`src/rtl/nru_pkg.sv`:
```
// Package: shared encodings for the NRU replacement controller.
// Assumes: nothing beyond IEEE 1800-2017.
package nru_pkg;
    // Shape of the write that an update produces.
    typedef enum logic [1:0] {
        WR_NONE    = 2'd0,
        WR_ONEHOT  = 2'd1,
        WR_RESTART = 2'd2
    } wr_form_e;

    // Held lookup: valid flag, all-used flag; the set tag is kept beside it.
    typedef struct packed {
        logic valid;
        logic all_used;
    } hold_flags_t;
endpackage

```
`src/rtl/nru_victim_pick.sv`:
```
// Module: combinational victim selection.
// Finds the lowest-numbered way whose reference bit is clear and flags
// the case where every bit is set (victim then defaults to way 0).
// Assumes: WAYS >= 2.
module nru_victim_pick #(
    parameter int WAYS  = 4,
    parameter int WAY_W = 2
) (
    input  logic [WAYS-1:0]  bits,
    output logic [WAY_W-1:0] way,
    output logic             all_used
);
    // Scan from the top way down so the lowest clear way wins.
    always_comb begin
        way = '0;
        for (int i = WAYS - 1; i >= 0; i--) begin
            if (!bits[i]) way = WAY_W'(i);
        end
        all_used = &bits;
    end
endmodule

```
`src/rtl/nru_hold_reg.sv`:
```
// Module: holding register carrying lookup state to the later fill.
// Captures the set index and all-used flag on a lookup; a fill clears it.
// A lookup in the same cycle as a fill wins, so the new lookup is kept.
// Assumes: synchronous active-low reset.
module nru_hold_reg #(
    parameter int SET_W = 6
) (
    input  logic                 clk,
    input  logic                 rst_n,
    input  logic                 capture,
    input  logic [SET_W-1:0]     capture_set,
    input  logic                 capture_all,
    input  logic                 consume,
    output nru_pkg::hold_flags_t flags,
    output logic [SET_W-1:0]     held_set
);
    // Update the held lookup: capture beats consume, consume drops validity.
    always_ff @(posedge clk) begin
        if (!rst_n) begin
            flags    <= '0;
            held_set <= '0;
        end else if (capture) begin
            flags.valid    <= 1'b1;
            flags.all_used <= capture_all;
            held_set       <= capture_set;
        end else if (consume) begin
            flags.valid    <= 1'b0;
            flags.all_used <= 1'b0;
        end
    end
endmodule

```
`src/rtl/nru_encode_gen.sv`:
```
// Module: update write generator.
// Turns a hit or fill into a masked state-memory write, registered once.
// A fill matching an all-used held lookup writes with a full mask; every
// other update writes a one-hot mask on its own way.
// Assumes: WAYS >= 2; hold inputs reflect state before this cycle's edge.
module nru_encode_gen #(
    parameter int WAYS  = 4,
    parameter int WAY_W = 2,
    parameter int SET_W = 6
) (
    input  logic                 clk,
    input  logic                 rst_n,
    input  logic                 enc_valid,
    input  logic                 enc_fill,
    input  logic [SET_W-1:0]     enc_set,
    input  logic [WAY_W-1:0]     enc_way,
    input  nru_pkg::hold_flags_t flags,
    input  logic [SET_W-1:0]     held_set,
    output logic                 wr_en,
    output logic [SET_W-1:0]     wr_set,
    output logic [WAYS-1:0]      wr_data,
    output logic [WAYS-1:0]      wr_mask
);
    import nru_pkg::*;

    localparam logic [WAYS-1:0] ONE = {{(WAYS-1){1'b0}}, 1'b1};

    wr_form_e        form;
    logic [WAYS-1:0] way_oh;

    // Classify the incoming update and build its one-hot way vector.
    always_comb begin
        way_oh = ONE << enc_way;
        if (!enc_valid)
            form = WR_NONE;
        else if (enc_fill && flags.valid && flags.all_used && held_set == enc_set)
            form = WR_RESTART;
        else
            form = WR_ONEHOT;
    end

    // Register the write towards the state memory.
    always_ff @(posedge clk) begin
        if (!rst_n) begin
            wr_en   <= 1'b0;
            wr_set  <= '0;
            wr_data <= '0;
            wr_mask <= '0;
        end else begin
            wr_en <= (form != WR_NONE);
            if (form != WR_NONE) begin
                wr_set  <= enc_set;
                wr_data <= way_oh;
                wr_mask <= (form == WR_RESTART) ? '1 : way_oh;
            end
        end
    end
endmodule

```
`src/rtl/nru_repl_ctrl.sv`:
```
// Module: top of the NRU replacement controller.
// Lookups return a registered victim one cycle later and record the set's
// all-used state; updates produce a registered masked write one cycle later.
// Assumes: the state memory is external and read by the caller for dec_set.
module nru_repl_ctrl #(
    parameter int WAYS  = 4,
    parameter int SETS  = 64,
    localparam int WAY_W = (WAYS > 1) ? $clog2(WAYS) : 1,
    localparam int SET_W = (SETS > 1) ? $clog2(SETS) : 1
) (
    input  logic             clk,
    input  logic             rst_n,
    input  logic             dec_valid,
    input  logic [SET_W-1:0] dec_set,
    input  logic [WAYS-1:0]  dec_bits,
    output logic             vic_valid,
    output logic [WAY_W-1:0] vic_way,
    input  logic             enc_valid,
    input  logic             enc_fill,
    input  logic [SET_W-1:0] enc_set,
    input  logic [WAY_W-1:0] enc_way,
    output logic             wr_en,
    output logic [SET_W-1:0] wr_set,
    output logic [WAYS-1:0]  wr_data,
    output logic [WAYS-1:0]  wr_mask
);
    logic [WAY_W-1:0]     pick_way;
    logic                 pick_all;
    nru_pkg::hold_flags_t flags;
    logic [SET_W-1:0]     held_set;

    nru_victim_pick #(.WAYS(WAYS), .WAY_W(WAY_W)) u_pick (
        .bits     (dec_bits),
        .way      (pick_way),
        .all_used (pick_all)
    );

    nru_hold_reg #(.SET_W(SET_W)) u_hold (
        .clk         (clk),
        .rst_n       (rst_n),
        .capture     (dec_valid),
        .capture_set (dec_set),
        .capture_all (pick_all),
        .consume     (enc_valid && enc_fill),
        .flags       (flags),
        .held_set    (held_set)
    );

    nru_encode_gen #(.WAYS(WAYS), .WAY_W(WAY_W), .SET_W(SET_W)) u_enc (
        .clk       (clk),
        .rst_n     (rst_n),
        .enc_valid (enc_valid),
        .enc_fill  (enc_fill),
        .enc_set   (enc_set),
        .enc_way   (enc_way),
        .flags     (flags),
        .held_set  (held_set),
        .wr_en     (wr_en),
        .wr_set    (wr_set),
        .wr_data   (wr_data),
        .wr_mask   (wr_mask)
    );

    // Register the victim result of each lookup.
    always_ff @(posedge clk) begin
        if (!rst_n) begin
            vic_valid <= 1'b0;
            vic_way   <= '0;
        end else begin
            vic_valid <= dec_valid;
            if (dec_valid) vic_way <= pick_way;
        end
    end
endmodule

```
`config.mk`:
```
export PLATFORM = sky130hd
export DESIGN_NAME = nru_repl_ctrl
export DESIGN_NICKNAME = d
export VERILOG_FILES = /design/src/rtl/nru_pkg.sv /design/src/rtl/nru_victim_pick.sv /design/src/rtl/nru_hold_reg.sv /design/src/rtl/nru_encode_gen.sv /design/src/rtl/nru_repl_ctrl.sv
export SDC_FILE = /design/constraint.sdc
export NUM_CORES = 1
export LEC_CHECK = 0
export ABC_CLOCK_PERIOD_IN_PS = 1300
export CAP_MARGIN = 30
export CELL_PAD_IN_SITES_DETAIL_PLACEMENT = 0
export CELL_PAD_IN_SITES_GLOBAL_PLACEMENT = 1
export CORE_MARGIN = 3
export CORE_UTILIZATION = 28
export DETAILED_ROUTE_END_ITERATION = 10
export PLACE_DENSITY_LB_ADDON = 0.1
export RECOVER_POWER = 100
export SETUP_SLACK_MARGIN = 0.15
export SYNTH_ARGS = -nofsm -noshare
export SYNTH_HDL_FRONTEND = slang
export SYNTH_SLANG_ARGS = --single-unit
export TNS_END_PERCENT = 50
```
`constraint.sdc`:
```
create_clock -name clk -period 1.3 [get_ports clk]
set_input_delay 0.39 -clock clk [delete_from_list [all_inputs] [get_ports clk]]
set_output_delay 0.39 -clock clk [all_outputs]
set_load 0.01 [all_outputs]
```
==> results of run 1 <==
[where the power goes]
part	switching, mW	internal [mW]	leakage [nW]
clock network	0.237	0.270	0.0288
logic	0.108	0.148	0.479
registers	0.0199	0.837	0.217
total	0.364	1.26	0.725
[worst reg2reg max path: cells and delay by family, from the launching register on]
family / cells / cell delay [ps]
xor+xnor: 1 / 130
simple gates: 1 / 520
compound gates: 1 / 170
flops: 1 / 330
[final cells by class]
type	count	area [um2]	share of cell area, %
sequential	26	529	33.4
timing repair buffer	53	399	25.2
tap	46	57.6	3.63
multi-input combinational	75	544	34.3
clock buffer	4	55.1	3.47
[sequential cells by signal, summed over array words and instances (netlist names)]
name	cells
u_enc.wr_data	4
u_enc.wr_en	1
vic_valid	1
u_enc.wr_mask	4
u_hold.flags	2
vic_way	2
u_hold.held_set	6
u_enc.wr_set	6
[cell families (layout without fill, tap and decap cells)]
family	count (synthesis)	after routing	synth area share, %
AND/OR/NAND/NOR	40	40	23.6
flip-flops	26	26	48.5
buffers and inverters	5	57	2.22
AO/OA/AOI/OAI	17	17	9.57
multiplexers	12	12	11.2
XOR/XNOR	6	6	4.90
[stage by stage]
stage | instances | util [%] | TNS (ps)
floorplan | 106 | - | 0
global placement | 197 | 44.9 | -5790
detailed placement | 197 | 44.9 | -5900
CTS | 204 | 45.0 | 0
global route | 204 | 45.0 | 0
finish | 204 | 45.0 | 0
[worst max-delay path by stage]
stage	start	endpoint	slack, ps	cells past startpoint
floorplan	enc_set[0]	u_enc.wr_mask[0]$_SDFFE_PN0P_	100	3
detailed placement	enc_valid	u_enc.wr_mask[3]$_SDFFE_PN0P_	-420	4
global placement	enc_valid	u_enc.wr_mask[1]$_SDFFE_PN0P_	-400	4
global route	u_hold.held_set[0]$_SDFFE_PN0P_	u_enc.wr_mask[3]$_SDFFE_PN0P_	40	3
CTS	enc_set[0]	u_enc.wr_mask[3]$_SDFFE_PN0P_	100	4
finish	enc_set[3]	u_enc.wr_mask[3]$_SDFFE_PN0P_	50	4
[repair_timing]
| action | in CTS | in global routing |
|---|---|---|
| endpoints found under the hold margin | 0 | 0 |
| buffers inserted | 3 | 0 |
| pin swaps | 3 | 4 |
| gates resized for setup | 94 | 16 |
| setup endpoints to repair | 37 | 18 |
[cells in the final DEF (no fill, tap or decap), types with 5 or more instances in the layout]
master and n:
nor2b_1 22, dfxtp_1 19, mux2i_1 12, buf_2 12, clkdlybuf4s50_1 11, buf_4 8
dfxtp_2 7, clkbuf_1 6, o21a_1 5, dlymetal6s2s_1 5
[layer usage]
layer | up-vias | share of wire (%) | track usage (%)
met5 | - | 0 | 0
met4 | 0 | 1.2 | 4.47
met3 | 4 | 7.9 | 3.28
met2 | 27 | 46 | 18.2
met1 | 427 | 45 | 13.5
li1 | 463 | - | -
==> flow_summary.ini, run 1 <==
[clock_network]
clk_latency_ps = 260
hold_buffers = 0
cts_tree = done
clk_pin_slew_ps = 90
cts_buffer_depth = 2
cts_buffers = 3
htree_levels = 1
root_buffer = clkbuf_8
cts.sinks = 26

[global_route]
grt_max_degree = 27
track_usage_pct = 11.1
antenna_found_initial = 0
grt_pass1_vias = 849
grt-ovfl-total = 0
grt_first_pass_wirelength_um = 3810

[timing]
worst_pin_slew_ps = 463
fin_ws_ps = 52.5
period_needed_ps = 1250
slew_violations = 0
relSlewSlack_pct = 69.1
fin_crit_sh_pct = 96.0
finalSetupViolations = 0
holdWs_ps = 419
rsz0062_at_grt = yes
clock_skew_ps = 2.68
fmax_mhz = 802
hold_viol = 0

[place]
gp_congestion = 0.743
buffer_ports.inserted = 40
hpwl_um = 1810
post-place-ws_ps = -422
dpl_cell_area_um2 = 1580

[detailed_routing]
drc = 0
vias = 921
drtIter0Drc = 27
routed_wl_um = 2480
drtPass1Iterations = 4
via_per_inst = 4.51
wl_per_cell_um = 12.1
drtAntennaViolNets = 0

[finish]
synthToLayoutAreaGrowth_pct = 47.8
fin_area_um2 = 1590
drive_above_1_share_pct = 26.6
layout.nets = 182
fill_cells = 374
n_antenna_cell = 0

[worst_setup_path]
end_kind = flip-flop
r2r_start = u_hold.held_set[0]$_SDFFE_PN0P_
worstSetupPathType = in -> reg
crit_path_cell_trace = dlygate4sd2_1, xor2_1, or4_4, o21ai_0
cp-start-kind = input pin
crit_required_ps = 1480
reg2reg_slack_ps = 70
slowest_stage = or4_4
path_max_fanout = 4
r2r_end = u_enc.wr_mask[3]$_SDFFE_PN0P_
arrival_ps = 1430
max_stage_delay_ps = 460
crit_family = simple AND/OR/NAND/NOR gates
crit_buf_inv = 1
rr_worst_depth = 3

[synth]
syn-cell-area_um2 = 1070
synthDistinctLibCells = 23
syn_inst = 106
synth_top_area_share_pct = 48.5
ys_seq_elements = 26
synthTopCellsByCount = dfxtp_1 (26), nor2b_1 (22), mux2i_1 (12), o21a_1 (5)
async_reset_ff_share_pct = 0
yosys_most_used_dff = dfxtp_1
synth_nets = 129
yosysWarnings = 0
avgSynthCellArea_um2 = 10.1
synth_largest_area_cell = dfxtp_1
synth_edf_count = 0
ys_seq_area_share_pct = 48.5
post-synth-top-count-cell = dfxtp_1
synth.area.top_cells = dfxtp_1 (49%), nor2b_1 (13%), mux2i_1 (11%), o21a_1 (3.5%), xnor2_1 (3.3%)

[worst_hold_path]
holdPathEnd = u_enc.wr_set[0]$_SDFFE_PN0P_
holdCritStartpoint = enc_set[0]
min_path_cells = 3
min_path_type = in -> reg

[floorplan]
coreArea_um2 = 3520
fp-row-count = 21
die_w_um = 67.9
die_h_um = 67.9
start_util_pct = 30.5
dieArea_um2 = 4610
ioPinCount = 41

[run_status]
outcome = complete, no violations

[power_and_ir_drop]
power.density_nw_per_um2 = 1020
p_total_mw = 1.62
ir_drop_mv = 0.510
p_leak_nw = 0.725

[job]
drv_cap = 0
Power figures use the tool's default switching activity.
==> inputs of run 2 (changes only) <==
CORE_UTILIZATION = 29   (was 28)
GPL_TIMING_DRIVEN = 0   (was default)
SYNTH_HIERARCHICAL = 1   (was default)
==> run 2 against run 1 <==
Compared with the run above:
- maximum frequency increased by 4.9%
- first-iteration DRC count decreased by 11%
- sequential power about the same
- sequential share of layout area increased by 0.13 points
- largest power group unchanged
- critical path type unchanged
- critical endpoint is now u_enc/wr_mask[1]$_SDFFE_PN0P_
- largest cell class unchanged
- routed wire length decreased by 3.6%
==> flow_summary.ini, run 2 <==
[timing]
fmax_mhz = 841
finalSetupViolations = 0
period_needed_ps = 1190
worst_pin_slew_ps = 319
fin_crit_sh_pct = 91.5
hold_viol = 0
rsz0062_at_grt = yes
clock_skew_ps = 2.59
relSlewSlack_pct = 78.8
slew_violations = 0

[synth]
ys_seq_elements = 26
ys_seq_area_share_pct = 46.1
synth_largest_area_cell = dfxtp_1
post-synth-top-count-cell = dfxtp_1
synth_top_area_share_pct = 46.1
yosysWarnings = 6
synth_nets = 128
synth_edf_count = 0
synthTopCellsByCount = dfxtp_1 (26), nor2b_1 (17), mux2i_1 (14)
synth.area.top_cells = dfxtp_1 (46%), mux2i_1 (12%), nor2b_1 (9.4%), xnor2_1 (3.1%), buf_6 (3.0%)
syn_inst = 105
avgSynthCellArea_um2 = 10.8
yosys_most_used_dff = dfxtp_1
syn-cell-area_um2 = 1130
async_reset_ff_share_pct = 0
synthDistinctLibCells = 28

[floorplan]
start_util_pct = 30.4
die_w_um = 68.4
die_h_um = 68.4
dieArea_um2 = 4680
coreArea_um2 = 3720
ioPinCount = 41
fp-row-count = 22

[finish]
layout.nets = 176
n_antenna_cell = 0
final_cells = 200
synthToLayoutAreaGrowth_pct = 38.1
reg_top3 = u_enc/wr_set: 6 flops, u_hold/held_set: 6 flops
final_cell_mix = dfxtp_1 (24), nor2b_1 (17), buf_2 (15), mux2i_1 (14), clkdlybuf4s50_1 (9)
final_common_cell = dfxtp_1
seq_area_um2 = 523
final_util_pct = 42.0
fill_cells = 414
multiInputGateArea_um2 = 558
drive_above_1_share_pct = 21.1

[worst_hold_path]
min_path_cells = 2
min_path_type = reg -> reg
holdCritStartpoint = u_enc/wr_data[1]$_SDFFE_PN0P_
holdPathEnd = u_enc/wr_data[1]$_SDFFE_PN0P_

[clock_network]
root_buffer = clkbuf_8
cts_tree = done
hold_buffers = 0
cts.sinks = 26
cts_buffer_depth = 2
htree_levels = 1
clk_latency_ps = 270
cts_buffers = 3
clk_pin_slew_ps = 90

[detailed_routing]
vias = 870
drtAntennaViolNets = 0
drc = 0
wl_per_cell_um = 12.0
drtPass1Iterations = 2
routed_wl_um = 2390
drtIter0Drc = 24
via_per_inst = 4.35

[global_route]
grt_first_pass_wirelength_um = 3770
grt_max_degree = 19
grt-ovfl-total = 0
grt_pass1_vias = 835
track_usage_pct = 11.1
antenna_found_initial = 0

[worst_setup_path]
reg2reg_slack_ps = 350
crit_required_ps = 1460
rr_worst_depth = 3
r2r_start = u_hold/held_set[3]$_SDFFE_PN0P_
end_kind = flip-flop
cp-start-kind = input pin
worstSetupPathType = in -> reg
r2r_end = u_enc/wr_mask[0]$_SDFFE_PN0P_
arrival_ps = 1350
path_max_fanout = 5

[job]
drv_cap = 0

[power_and_ir_drop]
p_leak_nw = 0.679
power.density_nw_per_um2 = 1050
ir_drop_mv = 0.366

[place]
buffer_ports.inserted = 40
gp_congestion = 0.733
place_inst = 193
hpwl_um = 1770

[run_status]
outcome = complete, no violations
run 2: cell type report:
type                       count  share of cell area (%)
sequential                    26                    33.5
clock buffer                   4                    3.53
multi-input combinational     71                    35.8
buffer                         4                    2.08
inverter                       4                   0.962
timing repair buffer          43                    20.3
tap                           48                    3.85
run 2: through the flow:
| stage | hold WS (ps) | total power [mW] | instance area, um2 | setup TNS (ps) | setup slack [ps] |
|---|---|---|---|---|---|
| 4_1_cts | 469 | 1.69 | 1610 | 0 | 85.2 |
| 5_1_grt | 496 | 1.72 | 1560 | 0 | 49.1 |
| 3_5_place_dp | 460 | 1.17 | 1590 | -9020 | -553 |
| 2_1_floorplan | 492 | 1.01 | 1130 | 0 | 288 |
| 6_report | 466 | 1.64 | 1560 | 0 | 111 |
| 3_3_place_gp | 459 | 1.17 | 1590 | -8180 | -516 |
run 2: logic make-up (layout without fill, tap and decap cells):
| logic type | count (synthesis) | count (layout) | share of synthesized area, % |
|---|---|---|---|
| xor gates and xnor gates | 6 | 6 | 5.98 |
| DFF | 26 | 26 | 46.1 |
| muxes | 14 | 14 | 12.4 |
| buffers and inverters | 8 | 55 | 4.76 |
| AOI/OAI and AO/OA | 16 | 16 | 9.74 |
| and+or+nand+nor | 35 | 35 | 21.0 |
run 2: worst max-delay path, stage by stage:
cell and delay [ps]:
dlygate4sd3_1 610, nand3b_1 130, o21ai_0 100, o2bb2ai_1 130
run 2: layer usage:
metal	track usage, %	part of all wire [%]	vias to the layer above
met4	5.96	1.8	0
met3	2.46	7.2	4
met2	18.1	46	25
met1	13.3	44	391
li1	-	-	450
met5	0	0	-
run 2: repair_timing:
item	4_1_cts	5_1_grt
hold endpoints to repair	0	0
setup endpoints to repair	44	12
cloned	1	0
setup buffers	2	0
resized for setup	95	5
pin swaps	5	3
run 2: worst max path at each step:
stage	from	endpoint	depth (start not counted)
after floorplan	enc_valid	u_enc/wr_mask[1]$_SDFFE_PN0P_	5
after global placement	rst_n	u_enc/wr_mask[0]$_SDFFE_PN0P_	4
after detailed placement	rst_n	u_enc/wr_mask[3]$_SDFFE_PN0P_	4
after CTS	vic_valid$_SDFF_PN0_	vic_valid	1
after global routing	enc_way[0]	u_enc/wr_mask[0]$_SDFFE_PN0P_	4
final	enc_way[0]	u_enc/wr_mask[1]$_SDFFE_PN0P_	4
run 2: where the power goes:
part,switching [mW],total (mW),internal [mW]
clock network,0.253,0.524,0.271
logic,0.112,0.258,0.146
registers,0.0197,0.856,0.837
==> inputs of run 3 (changes only) <==
ABC_AREA = 1   (was default)
CAP_MARGIN = default   (was 30)
CORE_UTILIZATION = 26   (was 29)
==> run 3 against run 2 <==
Compared with the run above:
- global-route usage rose by 0.84 points
- sequential share of layout area barely moved
- die area rose by 3.2%
- hold slack improved by 7.7 ps
- clock skew rose by 5.6 ps
- sequential power rose by 1%
- largest power group unchanged
- highest routed layer unchanged
- worst setup slack improved by 17 ps
- critical path depth fell by 3
- cell count rose by 23%
- non-clock buffer count rose by 1
==> flow_summary.ini, run 3 <==
[run_status]
outcome = complete, no violations

[floorplan]
start_util_pct = 27.8
ioPinCount = 41
die_w_um = 69.5
dieArea_um2 = 4830
coreArea_um2 = 3770
fp-row-count = 22
die_h_um = 69.5

[finish]
reg_top3 = u_enc/wr_set: 6 flops, u_hold/held_set: 6 flops
fill_cells = 393
n_antenna_cell = 0
layout.nets = 221
final_cell_mix = nor2_1 (37), nand2_1 (26), dfxtp_1 (25), inv_1 (16)
final_common_cell = nor2_1
fin_area_um2 = 1560
final_cells = 245
drive_above_1_share_pct = 19.8
synthToLayoutAreaGrowth_pct = 48.4

[timing]
worst_pin_slew_ps = 348
relSlewSlack_pct = 76.8
fmax_mhz = 853
hold_viol = 0
period_needed_ps = 1170
fin_crit_sh_pct = 90.2
clock_skew_ps = 8.23
setup_tns_ps = 0
fin_ws_ps = 128
slew_violations = 0
rsz0062_at_grt = yes
finalSetupViolations = 0

[global_route]
grt-ovfl-total = 0
grt_first_pass_wirelength_um = 4630
track_usage_pct = 11.9
grt_max_degree = 20
grt_pass1_vias = 1017
antenna_found_initial = 0

[synth]
async_reset_ff_share_pct = 0
synth_top_area_share_pct = 49.6
syn-cell-area_um2 = 1050
yosysWarnings = 6
synthTopCellsByCount = nor2_1 (37), nand2_1 (27), dfxtp_1 (26), inv_1 (17), a21oi_1 (14)
ys_seq_elements = 26
post-synth-top-count-cell = nor2_1
synth.area.top_cells = dfxtp_1 (50%), nor2_1 (13%), nand2_1 (9.7%), a21oi_1 (6.7%), inv_1 (6.1%)
synthDistinctLibCells = 15
synth_nets = 170
yosys_most_used_dff = dfxtp_1
avgSynthCellArea_um2 = 7.13
ys_seq_area_share_pct = 49.6
synth_edf_count = 0
synth_largest_area_cell = dfxtp_1
syn_inst = 147

[place]
hpwl_um = 1910
buffer_ports.inserted = 40
dpl_cell_area_um2 = 1510
place_inst = 235
post-place-ws_ps = -541
gp_congestion = 0.740

[power_and_ir_drop]
ir_drop_mv = 0.432
power.density_nw_per_um2 = 1150
p_leak_nw = 0.803

[clock_network]
clk_latency_ps = 270
hold_buffers = 0
cts_buffers = 3
htree_levels = 1
cts.sinks = 26
root_buffer = clkbuf_8
cts_buffer_depth = 2
cts_tree = done
clk_pin_slew_ps = 100

[worst_setup_path]
path_max_fanout = 2
max_stage_delay_ps = 350
crit_required_ps = 910
crit_family = flip-flops
slowest_stage = dfxtp_1
end_kind = output pin
arrival_ps = 780
crit_path_cell_trace = clkbuf_1
worstSetupPathType = reg -> out
cp-start-kind = flip-flop
crit_buf_inv = 1

[detailed_routing]
wl_per_cell_um = 11.0
routed_wl_um = 2690
drtPass1Iterations = 4
drtIter0Drc = 65
vias = 1036
drc = 0
drtAntennaViolNets = 0
via_per_inst = 4.23

[job]
drv_cap = 0

[worst_hold_path]
min_path_type = reg -> reg
-- run 3: worst paths after layout --
kind         cells after the start                            end  slack (ps)                           from
max                              1                     wr_data[3]         130  u_enc/wr_data[3]$_SDFFE_PN0P_
max reg2reg                      6  u_enc/wr_mask[0]$_SDFFE_PN0P_         220   u_hold/flags[0]$_SDFFE_PN0P_
min                              2        vic_way[1]$_SDFFE_PN0P_         470        vic_way[1]$_SDFFE_PN0P_
min reg2reg                      2        vic_way[1]$_SDFFE_PN0P_         470        vic_way[1]$_SDFFE_PN0P_
-- run 3: worst register-to-register path, cell delays in order, from the launching register on --
cell and delay (ps):
dfxtp_1 340, nand2_1 50, nor2_1 100, nand2_1 70, nor2_2 90, nand3_1 180
a21oi_1 180
-- run 3: timing repair --
item / in CTS / in global routing
pin swaps: 6 / 5
setup endpoints to repair: 44 / 25
setup buffers: 6 / 0
endpoints found under the hold margin: 0 / 0
resized for setup: 90 / 28
-- run 3: cell families after synthesis --
kind of cell	Yosys count	share of synthesized area [%]
AND/OR/NAND/NOR	70	26.4
AO/OA/AOI/OAI	27	13.5
flip-flops	26	49.6
XOR/XNOR	3	2.51
buffers and inverters	21	8.00
-- run 3: final cells by class --
| type | count | area, um2 | area share, % |
|---|---|---|---|
| buffer | 2 | 15.0 | 0.965 |
| clock buffer | 3 | 41.3 | 2.65 |
| clock inverter | 1 | 30.0 | 1.93 |
| inverter | 19 | 71.3 | 4.58 |
| multi-input combinational | 100 | 458 | 29.4 |
| sequential | 26 | 522 | 33.5 |
| tap | 48 | 60.1 | 3.86 |
| timing repair buffer | 46 | 359 | 23.1 |
-- run 3: stage by stage --
stage / util, % / hold WS, ps / total power, mW
global placement: 40.0 / 456 / 1.17
CTS: 41.9 / 478 / 1.83
floorplan: - / 448 / 0.999
finish: 41.3 / 474 / 1.80
detailed placement: 40.0 / 465 / 1.17
global route: 41.3 / 507 / 1.90
-- run 3: power by group --
part / switching, mW / leakage (nW) / internal, mW
Sequential: 0.0231 / 0.215 / 0.843
Combinational: 0.135 / 0.552 / 0.125
Clock: 0.259 / 0.0357 / 0.412
Total: 0.417 / 0.803 / 1.38
-- run 3: metal layers --
layer / global-route usage (%) / vias up / wire length [um]
met2: 18.4 / 32 / 1230
met3: 3.33 / 4 / 170
met4: 4.77 / 0 / 36
met1: 15.6 / 448 / 1260
li1: - / 552 / -
met5: 0 / - / 0
